==> src/rtl/sysrst_pkg.sv <==
package sysrst_pkg;

    localparam int SRC_N   = 4;
    localparam int SRC_PIN = 0;
    localparam int SRC_SW  = 1;
    localparam int SRC_WDT = 2;
    localparam int SRC_OSC = 3;

    typedef enum logic [2:0] {
        ST_RUN,
        ST_HOLD,
        ST_STRETCH,
        ST_FETCH,
        ST_HALT
    } seq_state_e;

    // Source index at a given priority rank, 0 = highest.
    function automatic int src_at_rank(input int rank);
        case (rank)
            0:       return SRC_PIN;
            1:       return SRC_OSC;
            2:       return SRC_WDT;
            default: return SRC_SW;
        endcase
    endfunction

endpackage

==> src/rtl/sysrst_pin_qual.sv <==
module sysrst_pin_qual #(
    parameter int OSC_START_CYC = 8,
    parameter int PIN_DLY_CYC   = 4
) (
    input  logic clk,
    input  logic por_n,
    input  logic pin_rst_n,
    output logic pin_req
);
    localparam int THR = OSC_START_CYC + PIN_DLY_CYC;
    localparam int CW  = $clog2(THR + 1) + 1;
    localparam logic [CW-1:0] THR_C = CW'(THR);

    typedef struct packed {
        logic [1:0]    sync;
        logic [CW-1:0] lowcnt;
    } qual_t;

    qual_t q_q, q_d;
    logic  pin_lo;

    always_comb begin
        q_d      = q_q;
        pin_lo   = !q_q.sync[1];
        q_d.sync = {q_q.sync[0], pin_rst_n};
        if (!pin_lo)
            q_d.lowcnt = '0;
        else if (q_q.lowcnt != THR_C)
            q_d.lowcnt = q_q.lowcnt + 1'b1;
        pin_req = pin_lo && (q_q.lowcnt >= THR_C);
    end

    always_ff @(posedge clk or negedge por_n) begin
        if (!por_n) begin
            q_q.sync   <= 2'b11;
            q_q.lowcnt <= '0;
        end else begin
            q_q <= q_d;
        end
    end

    // a request is only possible after the pin was already low
    p_req_after_low_r1: assert property (@(posedge clk) disable iff (!por_n)
        pin_req |-> $past(!q_q.sync[1]));

endmodule

==> src/rtl/sysrst_arb.sv <==
module sysrst_arb
    import sysrst_pkg::*;
(
    input  logic             clk,
    input  logic             por_n,
    input  logic             pin_req,
    input  logic             sw_rst_req,
    input  logic             wdt_uflow,
    input  logic             wdt_rst_en,
    input  logic             osc_stop,
    input  logic             osc_det_en,
    input  logic             osc_irq_mode,
    output logic [SRC_N-1:0] grant,
    output logic             wdt_event,
    output logic             osc_irq
);
    logic [SRC_N-1:0] req;
    logic             taken;

    always_comb begin
        req          = '0;
        req[SRC_PIN] = pin_req;
        req[SRC_SW]  = sw_rst_req;
        req[SRC_WDT] = wdt_uflow && wdt_rst_en;
        req[SRC_OSC] = osc_stop && osc_det_en && !osc_irq_mode;
        wdt_event    = wdt_uflow && !wdt_rst_en;
        osc_irq      = osc_stop && osc_det_en && osc_irq_mode;
    end

    always_comb begin
        grant = '0;
        taken = 1'b0;
        for (int r = 0; r < SRC_N; r++) begin
            grant[src_at_rank(r)] = req[src_at_rank(r)] && !taken;
            taken                 = taken || req[src_at_rank(r)];
        end
    end

    p_grant_onehot_r8: assert property (@(posedge clk) disable iff (!por_n)
        $onehot0(grant));
    p_pin_first_r8: assert property (@(posedge clk) disable iff (!por_n)
        pin_req |-> grant == 4'b0001);
    p_wdt_masked_r4: assert property (@(posedge clk) disable iff (!por_n)
        !wdt_rst_en |-> !grant[SRC_WDT]);
    p_osc_mode_r5: assert property (@(posedge clk) disable iff (!por_n)
        osc_irq |-> !grant[SRC_OSC]);

endmodule

==> src/rtl/sysrst_seq.sv <==
module sysrst_seq
    import sysrst_pkg::*;
#(
    parameter int STRETCH_CYC = 16
) (
    input  logic             clk,
    input  logic             por_n,
    input  logic [SRC_N-1:0] grant,
    output logic             full_rst,
    output logic             part_rst,
    output logic             clk_int_sel,
    output logic             cpu_halt,
    output logic             vec_fetch,
    output logic [SRC_N-1:0] rst_cause
);
    localparam int CW = (STRETCH_CYC > 2) ? $clog2(STRETCH_CYC) : 1;
    localparam logic [CW-1:0] LAST_C = CW'(STRETCH_CYC - 1);

    typedef struct packed {
        seq_state_e       st;
        logic [CW-1:0]    cnt;
        logic             full;
        logic             part;
        logic             clk_int;
        logic             halt;
        logic             vec;
        logic             stop_after;
        logic [SRC_N-1:0] cause;
    } seq_t;

    seq_t q_q, q_d;

    always_comb begin
        q_d     = q_q;
        q_d.vec = 1'b0;
        case (q_q.st)
            ST_RUN: begin
                if (|grant) begin
                    q_d.st         = ST_STRETCH;
                    q_d.cnt        = '0;
                    q_d.part       = 1'b1;
                    q_d.cause      = q_q.cause | grant;
                    q_d.stop_after = grant[SRC_OSC];
                    q_d.clk_int    = !grant[SRC_OSC];
                end
            end
            ST_HOLD: begin
                if (!grant[SRC_PIN]) begin
                    q_d.st  = ST_STRETCH;
                    q_d.cnt = '0;
                end
            end
            ST_STRETCH: begin
                if (q_q.cnt == LAST_C) begin
                    q_d.full = 1'b0;
                    q_d.part = 1'b0;
                    if (q_q.stop_after) begin
                        q_d.st   = ST_HALT;
                        q_d.halt = 1'b1;
                    end else begin
                        q_d.st  = ST_FETCH;
                        q_d.vec = 1'b1;
                    end
                end else begin
                    q_d.cnt = q_q.cnt + 1'b1;
                end
            end
            ST_FETCH: begin
                q_d.st      = ST_RUN;
                q_d.clk_int = 1'b0;
            end
            ST_HALT: begin
                q_d.halt = 1'b1;
            end
            default: q_d.st = ST_RUN;
        endcase
        // The pin pre-empts every state.
        if (grant[SRC_PIN]) begin
            q_d.st         = ST_HOLD;
            q_d.cnt        = '0;
            q_d.full       = 1'b1;
            q_d.part       = 1'b1;
            q_d.clk_int    = 1'b1;
            q_d.halt       = 1'b0;
            q_d.vec        = 1'b0;
            q_d.stop_after = 1'b0;
            q_d.cause      = 4'b0001;
        end
    end

    always_ff @(posedge clk or negedge por_n) begin
        if (!por_n) begin
            q_q.st         <= ST_STRETCH;
            q_q.cnt        <= '0;
            q_q.full       <= 1'b1;
            q_q.part       <= 1'b1;
            q_q.clk_int    <= 1'b1;
            q_q.halt       <= 1'b0;
            q_q.vec        <= 1'b0;
            q_q.stop_after <= 1'b0;
            q_q.cause      <= 4'b0001;
        end else begin
            q_q <= q_d;
        end
    end

    assign full_rst    = q_q.full;
    assign part_rst    = q_q.part;
    assign clk_int_sel = q_q.clk_int;
    assign cpu_halt    = q_q.halt;
    assign vec_fetch   = q_q.vec;
    assign rst_cause   = q_q.cause;

    p_full_has_part_r2: assert property (@(posedge clk) disable iff (!por_n)
        full_rst |-> part_rst);
    p_vec_single_r6: assert property (@(posedge clk) disable iff (!por_n)
        vec_fetch |=> !vec_fetch);
    p_vec_after_rst_r6: assert property (@(posedge clk) disable iff (!por_n)
        vec_fetch |-> ($past(part_rst) && !part_rst));
    p_halt_no_vec_r5: assert property (@(posedge clk) disable iff (!por_n)
        cpu_halt |-> !vec_fetch);
    p_halt_stays_r5: assert property (@(posedge clk) disable iff (!por_n)
        (cpu_halt && !grant[SRC_PIN]) |=> cpu_halt);
    p_halt_clk_r7: assert property (@(posedge clk) disable iff (!por_n)
        cpu_halt |-> !clk_int_sel);
    p_cause_sticky_r9: assert property (@(posedge clk) disable iff (!por_n)
        !grant[SRC_PIN] |=> ((rst_cause & $past(rst_cause)) == $past(rst_cause)));

endmodule

==> src/rtl/sysrst_ctrl.sv <==
module sysrst_ctrl
    import sysrst_pkg::*;
#(
    parameter int OSC_START_CYC = 8,
    parameter int PIN_DLY_CYC   = 4,
    parameter int STRETCH_CYC   = 16
) (
    input  logic       clk,
    input  logic       por_n,
    input  logic       pin_rst_n,
    input  logic       sw_rst_req,
    input  logic       wdt_uflow,
    input  logic       wdt_rst_en,
    input  logic       osc_stop,
    input  logic       osc_det_en,
    input  logic       osc_irq_mode,
    output logic       full_rst,
    output logic       part_rst,
    output logic       clk_int_sel,
    output logic       cpu_halt,
    output logic       vec_fetch,
    output logic [3:0] rst_cause,
    output logic       wdt_event,
    output logic       osc_irq
);
    logic             pin_req;
    logic [SRC_N-1:0] grant;

    sysrst_pin_qual #(
        .OSC_START_CYC(OSC_START_CYC),
        .PIN_DLY_CYC  (PIN_DLY_CYC)
    ) u_qual (
        .clk      (clk),
        .por_n    (por_n),
        .pin_rst_n(pin_rst_n),
        .pin_req  (pin_req)
    );

    sysrst_arb u_arb (
        .clk         (clk),
        .por_n       (por_n),
        .pin_req     (pin_req),
        .sw_rst_req  (sw_rst_req),
        .wdt_uflow   (wdt_uflow),
        .wdt_rst_en  (wdt_rst_en),
        .osc_stop    (osc_stop),
        .osc_det_en  (osc_det_en),
        .osc_irq_mode(osc_irq_mode),
        .grant       (grant),
        .wdt_event   (wdt_event),
        .osc_irq     (osc_irq)
    );

    sysrst_seq #(
        .STRETCH_CYC(STRETCH_CYC)
    ) u_seq (
        .clk        (clk),
        .por_n      (por_n),
        .grant      (grant),
        .full_rst   (full_rst),
        .part_rst   (part_rst),
        .clk_int_sel(clk_int_sel),
        .cpu_halt   (cpu_halt),
        .vec_fetch  (vec_fetch),
        .rst_cause  (rst_cause)
    );

    // a running sequence is never re-entered by a non-pin source
    p_busy_ignores_r10: assert property (@(posedge clk) disable iff (!por_n)
        (part_rst && !full_rst && !pin_req) |=> !full_rst);

endmodule

==> config.mk <==
export PLATFORM = sky130hd
export DESIGN_NAME = sysrst_ctrl
export DESIGN_NICKNAME = d
export VERILOG_FILES = /design/src/rtl/sysrst_pkg.sv /design/src/rtl/sysrst_pin_qual.sv /design/src/rtl/sysrst_arb.sv /design/src/rtl/sysrst_seq.sv /design/src/rtl/sysrst_ctrl.sv
export SDC_FILE = /design/constraint.sdc
export NUM_CORES = 1
export LEC_CHECK = 0
export ABC_AREA = 1
export BUFFER_PORTS_ARGS = -buffer_cell sky130_fd_sc_hd__buf_2
export CORE_ASPECT_RATIO = 1.25
export CORE_MARGIN = 10
export CORE_UTILIZATION = 55
export CTS_CLUSTER_SIZE = 16
export DETAILED_ROUTE_END_ITERATION = 8
export PLACE_DENSITY = 0.89
export SLEW_MARGIN = 10
export SYNTH_ARGS = -nofsm -noshare
export SYNTH_HDL_FRONTEND = slang
export SYNTH_HIERARCHICAL = 1
export SYNTH_SLANG_ARGS = --single-unit
==> constraint.sdc <==
create_clock -name clk -period 2 [get_ports clk]
set_clock_uncertainty 0.1 [all_clocks]
set_input_delay 0.2 -clock clk [delete_from_list [all_inputs] [get_ports clk]]
set_output_delay 0.2 -clock clk [all_outputs]
set_load 0.005 [all_outputs]
# --- Word level (Yosys, flattened, before mapping) ---
# Index checks and enable logic that the tools add are counted.
totals:
  regBits: 24
  elab_cells: 83
  output_inout_bits: 11
  in_bits: 9
classes:
  bitwise_logic: 1
  n_addsub: 2
  muxes: 21
  order_cmp: 1
  reduce_logical: 36
  eq_ne: 11
op_table:
  columns: ["cell", "count"]
  rows:
  - ["two-way mux 5 bit", 4]
  - ["two-way mux 17 bit", 1]
  - ["case mux 3 bit (4 select lines)", 1]
  - ["case mux 4 bit (3 select lines)", 1]
  - ["AND reduction 3 bit", 4]
  - ["nonzero test 2 bit", 5]
  - ["logical AND 1 bit", 9]
  - ["!= test 3 x 2 -> 1 bit (second input constant)", 3]
  - ["nonzero test 3 bit", 3]
  - ["zero test 1 bit", 7]
  - ["two-way mux 7 bit", 1]
  - ["equality test 3 x 2 -> 1 bit (second input constant)", 2]
  - ["two-way mux 2 bit", 3]
  - ["two-way mux 3 bit", 2]
  - ["case mux 1 bit (2 select lines)", 3]
  - ["AND reduction 2 bit", 3]
  - ["adder 5 x 1 -> 5 bit (second input constant)", 1]
  - [">= comparator 5 x 4 -> 1 bit (second input constant)", 1]
  - ["!= test 5 x 4 -> 1 bit (second input constant)", 1]
  - ["adder 4 x 1 -> 4 bit (second input constant)", 1]
  - ["equality test 4 bit (second input constant)", 1]
  - ["two-way mux 1 bit", 4]
  - ["two-way mux 4 bit", 1]
  - ["OR 4 bit", 1]
  - ["8 further kinds", 9]

# --- Logic depth before layout (Yosys ltp) ---
depth:
  ltp_word: 10
  mapped_depth: 13
  ltp_nobuf: 13

# --- By module ---
# The synthesis kept the hierarchy.
modules_own_cells:
  columns: ["module", "n_inst", "area_per_inst_um2", "cells_each"]
  rows:
  - ["sysrst_seq", 1, 917.1, 109]
  - ["sysrst_pin_qual", 1, 359.1, 44]
  - ["sysrst_arb", 1, 65.1, 14]

# --- Worst setup path after synthesis ---
# Ideal clock, no wire load.
synth_timing:
  path_kind: "reg2reg"
  startpoint: "register u_qual/q_q[2] (netlist bit)"
  endpoint: "register u_seq/q_q[13] (netlist bit)"
  path_stages_with_launch: 14
  setup_time_ns: 0.116
  arrival_time_ns: 1.308
  slack_ns: 0.476
  path_cell_list: "dfrtp_1 nand2_2 a21oi_1 inv_1 nand2_2 nor2_1 inv_1 nand2_1 nor2_2 nand2_4 inv_1 nor2_1 nand2_1 nand2_1"
synth_between:
  elab_chain_cells: 9
  elab_cells_between_ends: 16
synth_lines:
  columns: ["element", "line_no", "source"]
  rows:
  - ["start: declaration", "sysrst_pin_qual.sv:19", "qual_t q_q, q_d;"]
  - ["start signal: assignment", "sysrst_pin_qual.sv:38", "q_q <= q_d;"]
  - [">= comparator 5 x 4 -> 1 bit", "sysrst_pin_qual.sv:30", "pin_req = pin_lo && (q_q.lowcnt >= THR_C);"]
  - ["logical AND 1 bit", "sysrst_pin_qual.sv:30", null]
  - ["named net pin_req", "sysrst_ctrl.sv:26", "logic pin_req;"]
  - ["logical OR 1 bit (2 in series)", "sysrst_arb.sv:35", "taken = taken || req[src_at_rank(r)];"]
  - ["zero test 1 bit", "sysrst_arb.sv:34", "grant[src_at_rank(r)] = req[src_at_rank(r)] && !taken;"]
  - ["logical AND 1 bit", "sysrst_arb.sv:34", null]
  - ["named net grant[1]", "sysrst_ctrl.sv:27", "logic [SRC_N-1:0] grant;"]
  - ["OR reduction 4 bit", "sysrst_seq.sv:38", "if (|grant) begin"]
  - ["!= test 3 x 2 -> 1 bit (no source line)", null, null]
  - ["AND reduction 3 bit (no source line)", null, null]
  - ["end signal: assignment", "sysrst_seq.sv:103", "q_q <= q_d;"]
  - ["end: declaration", "sysrst_seq.sv:31", "seq_t q_q, q_d;"]
# The timed path passes the listed nets, and every way through them passes these cells.
# A chain may end at the register's enable or synchronous reset.

# --- Final worst setup path ---
layout_timing:
  startpoint: "register u_qual/q_q[2] (netlist bit)"
  endpoint: "register u_seq.q_q, in the netlist u_seq/clk_int_sel"
layout_between:
  elab_chain_cells: 9
  elab_cells_between_ends: 18
layout_lines:
  columns: ["element", "line_no"]
  rows:
  - [">= comparator 5 x 4 -> 1 bit (*)", "sysrst_pin_qual.sv:30"]
  - ["logical AND 1 bit (*)", "sysrst_pin_qual.sv:30"]
  - ["named net pin_req", "sysrst_ctrl.sv:26"]
  - ["logical OR 1 bit (2 in series)", "sysrst_arb.sv:35"]
  - ["zero test 1 bit", "sysrst_arb.sv:34"]
  - ["logical AND 1 bit", "sysrst_arb.sv:34"]
  - ["OR reduction 4 bit", "sysrst_seq.sv:38"]
  - ["!= test 3 x 2 -> 1 bit (no source line)", null]
  - ["AND reduction 2 bit (no source line)", null]
# The timed path passes the listed nets; every way through them passes the cells marked *. The select of a mux whose other input is x is not followed.

==> results.py <==
metrics = {
    "timing": {
        "setup_tns_ns": 0,
        "finalCriticalPeriod_ns": 1.75,
        "slew_viol_final": 0,
        "worst_pin_slew_ns": 0.508,
        "fin_crit_sh_pct": 87.5,
        "max_freq_mhz": 572,
        "setup_ws_ns": 0.250,
        "relSlewSlack_pct": 66.1,
        "rsz0062_at_grt": "no",
        "finalHoldViolations": 0,
        "setup_violations": 0,
    },
    "routing": {
        "wl_mm": 2.75,
        "postRouteAntennaNets": 0,
        "drt_first_pass_iters": 4,
        "route.detailed.drc": 0,
        "vias_per_cell": 5.08,
        "drt_iter0_drc": 55,
        "post_drt_wl_per_cell_um": 12.6,
        "vias": 1107,
    },
    "critical_path": {
        "crit_arrival_ns": 1.90,
        "crit_type": "reg -> reg",
        "crit_chain": "nand2_2 -> a21oi_1 -> buf_4 -> inv_2 -> nand2_1 -> nor2_2 -> nand2_4 -> nand2_1 -> nand2_1 -> o21ai_1",
        "critical_path_required_ns": 2.15,
        "slowest_delay_ns": 0.46,
        "start_kind": "flip-flop",
        "crit_buf_inv": 2,
        "cp_top_family": "simple AND/OR/NAND/NOR gates",
        "cp_max_fo": 13,
        "reg2reg_depth": 10,
        "timing.rr.end": "u_seq/clk_int_sel",
        "slowest_stage": "dfrtp_2",
        "r2r_setup_slack_ns": 0.25,
        "r2r-start": "u_qual/q_q[2]",
        "cp-end-kind": "flip-flop",
        "worst_path_most_repeated_cell": "nand2_1",
    },
    "yosys": {
        "synth.area.top_cells": "dfrtp_1 (32%), dfstp_2 (14%), nand2_1 (12%), nand3_1 (7.1%), inv_1 (5.0%)",
        "synth_fp_nets": 179,
        "ys_warn_count": 6,
        "avgSynthCellArea_um2": 8.03,
        "synth_cell_types": 26,
        "synth_area_um2": 1340,
        "ys_ff_latch": 24,
        "synth_top_cell_by_area": "dfrtp_1",
        "synthesis.instances": 167,
        "synth-seq-area-share_pct": 45.4,
        "synth.top_cell.area_share_pct": 31.7,
    },
    "layout": {
        "layout_common_cells": "nand2_1 (43), buf_2 (19), nand3_1 (19)",
        "n_antenna_cell": 0,
        "nNetsFinal": 200,
        "largest_register_ffs": 8,
        "final-seq-area_um2": 611,
        "drive_gt1_share_pct": 28.9,
        "area_growth_pct": 12.2,
        "fin_cells": 218,
        "multi_input_area_um2": 594,
        "fin_util_pct": 66.6,
        "top_register": "u_seq/q_q",
        "n_fill_cell": 190,
        "final_common_cell": "nand2_1",
    },
    "floorplan": {
        "die_y_um": 75.2,
        "io_pins": 20,
        "fp-row-count": 19,
        "die_area_um2": 4830,
        "core_um2": 2260,
        "start_util_pct": 59.4,
        "die_w_um": 64.2,
    },
    "place": {
        "hpwl_mm": 2.24,
        "post-place-ws_ns": 0.268,
        "placedCellCount": 212,
        "portBuffers": 19,
        "gp_congestion": 0.951,
    },
    "cts": {
        "clk_pin_slew_ns": 0.13,
        "insertion_delay_ns": 0.31,
        "numCtsBuffers": 3,
        "cts_tree": "yes",
        "cts.sinks": 24,
        "ctsRootBufferMaster": "clkbuf_4",
        "htreeDepth": 1,
        "clockBufferDepth": 2,
    },
    "status": {
        "status": "finished clean",
    },
    "hold_path": {
        "whs_endpoint": "u_seq/rst_cause[3]",
        "holdCritPathClass": "in -> reg",
        "holdPathStages": 5,
        "hp-start": "osc_stop",
    },
    "global_routing": {
        "antenna_found_initial": 0,
        "grt_use_total_pct": 12.4,
        "grt_start_max_net_pins": 25,
        "grt.overflow.total": 0,
        "grt_pass1_wl_mm": 4.78,
        "grt_pass1_vias": 1149,
    },
    "power": {
        "power_uw": 1670,
        "leakagePower_uw": 0.000842,
        "irDropWorstVdd_uv": 811,
        "cellPowerDensity_nw_per_um2": 1110,
    },
    "run": {
        "drv_cap": 0,
    },
}
power breakdown:
part	leakage [uW]	internal, uW	switching, uW
registers	0.000285	612	95.7
logic	0.000529	237	390
clock network	0.0000279	202	139
total	0.000842	1050	624
timing repair:
| item | CTS | global route |
|---|---|---|
| resized for setup | 0 | 1 |
| setup buffers | 0 | 0 |
| endpoints found under the hold margin | 18 | 0 |
| setup endpoints to repair | 0 | 6 |
| hold buffers | 2 | 0 |
Yosys cell counts:
cell	n
a21oi_1	3
a21oi_2	1
buf_4	5
clkbuf_8	1
dfrtp_1	17
dfstp_2	7
ha_1	3
inv_1	18
inv_2	5
nand2_1	43
nand2_2	3
nand2_4	1
nand3_1	19
nand3_2	5
nand4_1	3
nor2_1	16
nor2_2	3
nor3_1	1
o21a_1	3
o21ai_0	2
o21ai_1	1
o21ai_2	1
o21bai_2	1
or2_1	1
or2_2	2
xor2_1	2
metrics by stage:
step / area (um^2) / hold WS (ns)
finish: 1510 / 0.232
detailed placement: 1430 / 0.102
floorplan: 1340 / -0.196
global route: 1510 / 0.231
global placement: 1430 / 0.101
CTS: 1500 / 0.219
worst max path at each step:
| stage | from | end | slack, ns | cells after the start |
|---|---|---|---|---|
| 3_3_place_gp | u_qual/q_q[2] | u_seq/q_q[13] | 0.28 | 14 |
| 2_1_floorplan | u_qual/q_q[2] | u_seq/q_q[13] | 0.48 | 13 |
| 5_1_grt | u_qual/q_q[2] | u_seq/q_q[4] | 0.02 | 13 |
| 4_1_cts | u_qual/q_q[2] | u_seq/part_rst | 0.23 | 13 |
| 6_report | u_qual/q_q[2] | u_seq/clk_int_sel | 0.25 | 10 |
| 3_5_place_dp | u_qual/q_q[2] | u_seq/clk_int_sel | 0.27 | 13 |
per-layer routing:
| layer | routed length (um) | vias to the layer above | part of all wire, % | global-route usage (%) |
|---|---|---|---|---|
| met5 | 0 | - | 0 | 0 |
| met4 | 53 | 0 | 1.9 | 8.10 |
| met3 | 163 | 6 | 5.9 | 3.12 |
| met2 | 1470 | 25 | 53 | 23.5 |
| met1 | 1070 | 513 | 39 | 11.8 |
| li1 | - | 563 | - | - |
cell families after synthesis:
kind of cell    share of synthesized area [%]
simple gates                             34.1
buf+inv                                  10.3
flops                                    45.4
compound gates                           6.06
fa+ha+maj                                2.80
xor+xnor                                 1.31
cell type report:
class                           instances  share of cell area (%)
Clock buffer                            3                    1.50
Clock inverter                          1                    2.00
Tap cell                               31                    2.58
Sequential cell                        24                    40.6
Multi-Input combinational cell        114                    39.5
Inverter                               23                    5.74
Timing Repair Buffer                   22                    8.15
worst reg2reg max path, delay by kind of cell (launching register included):
family,cells,cell delay (ns)
AOI/OAI and AO/OA,2,0.15
buffers and inverters,2,0.35
DFF,1,0.46
and+or+nand+nor,6,0.62
Note: power is estimated with default switching activity, not from simulation.
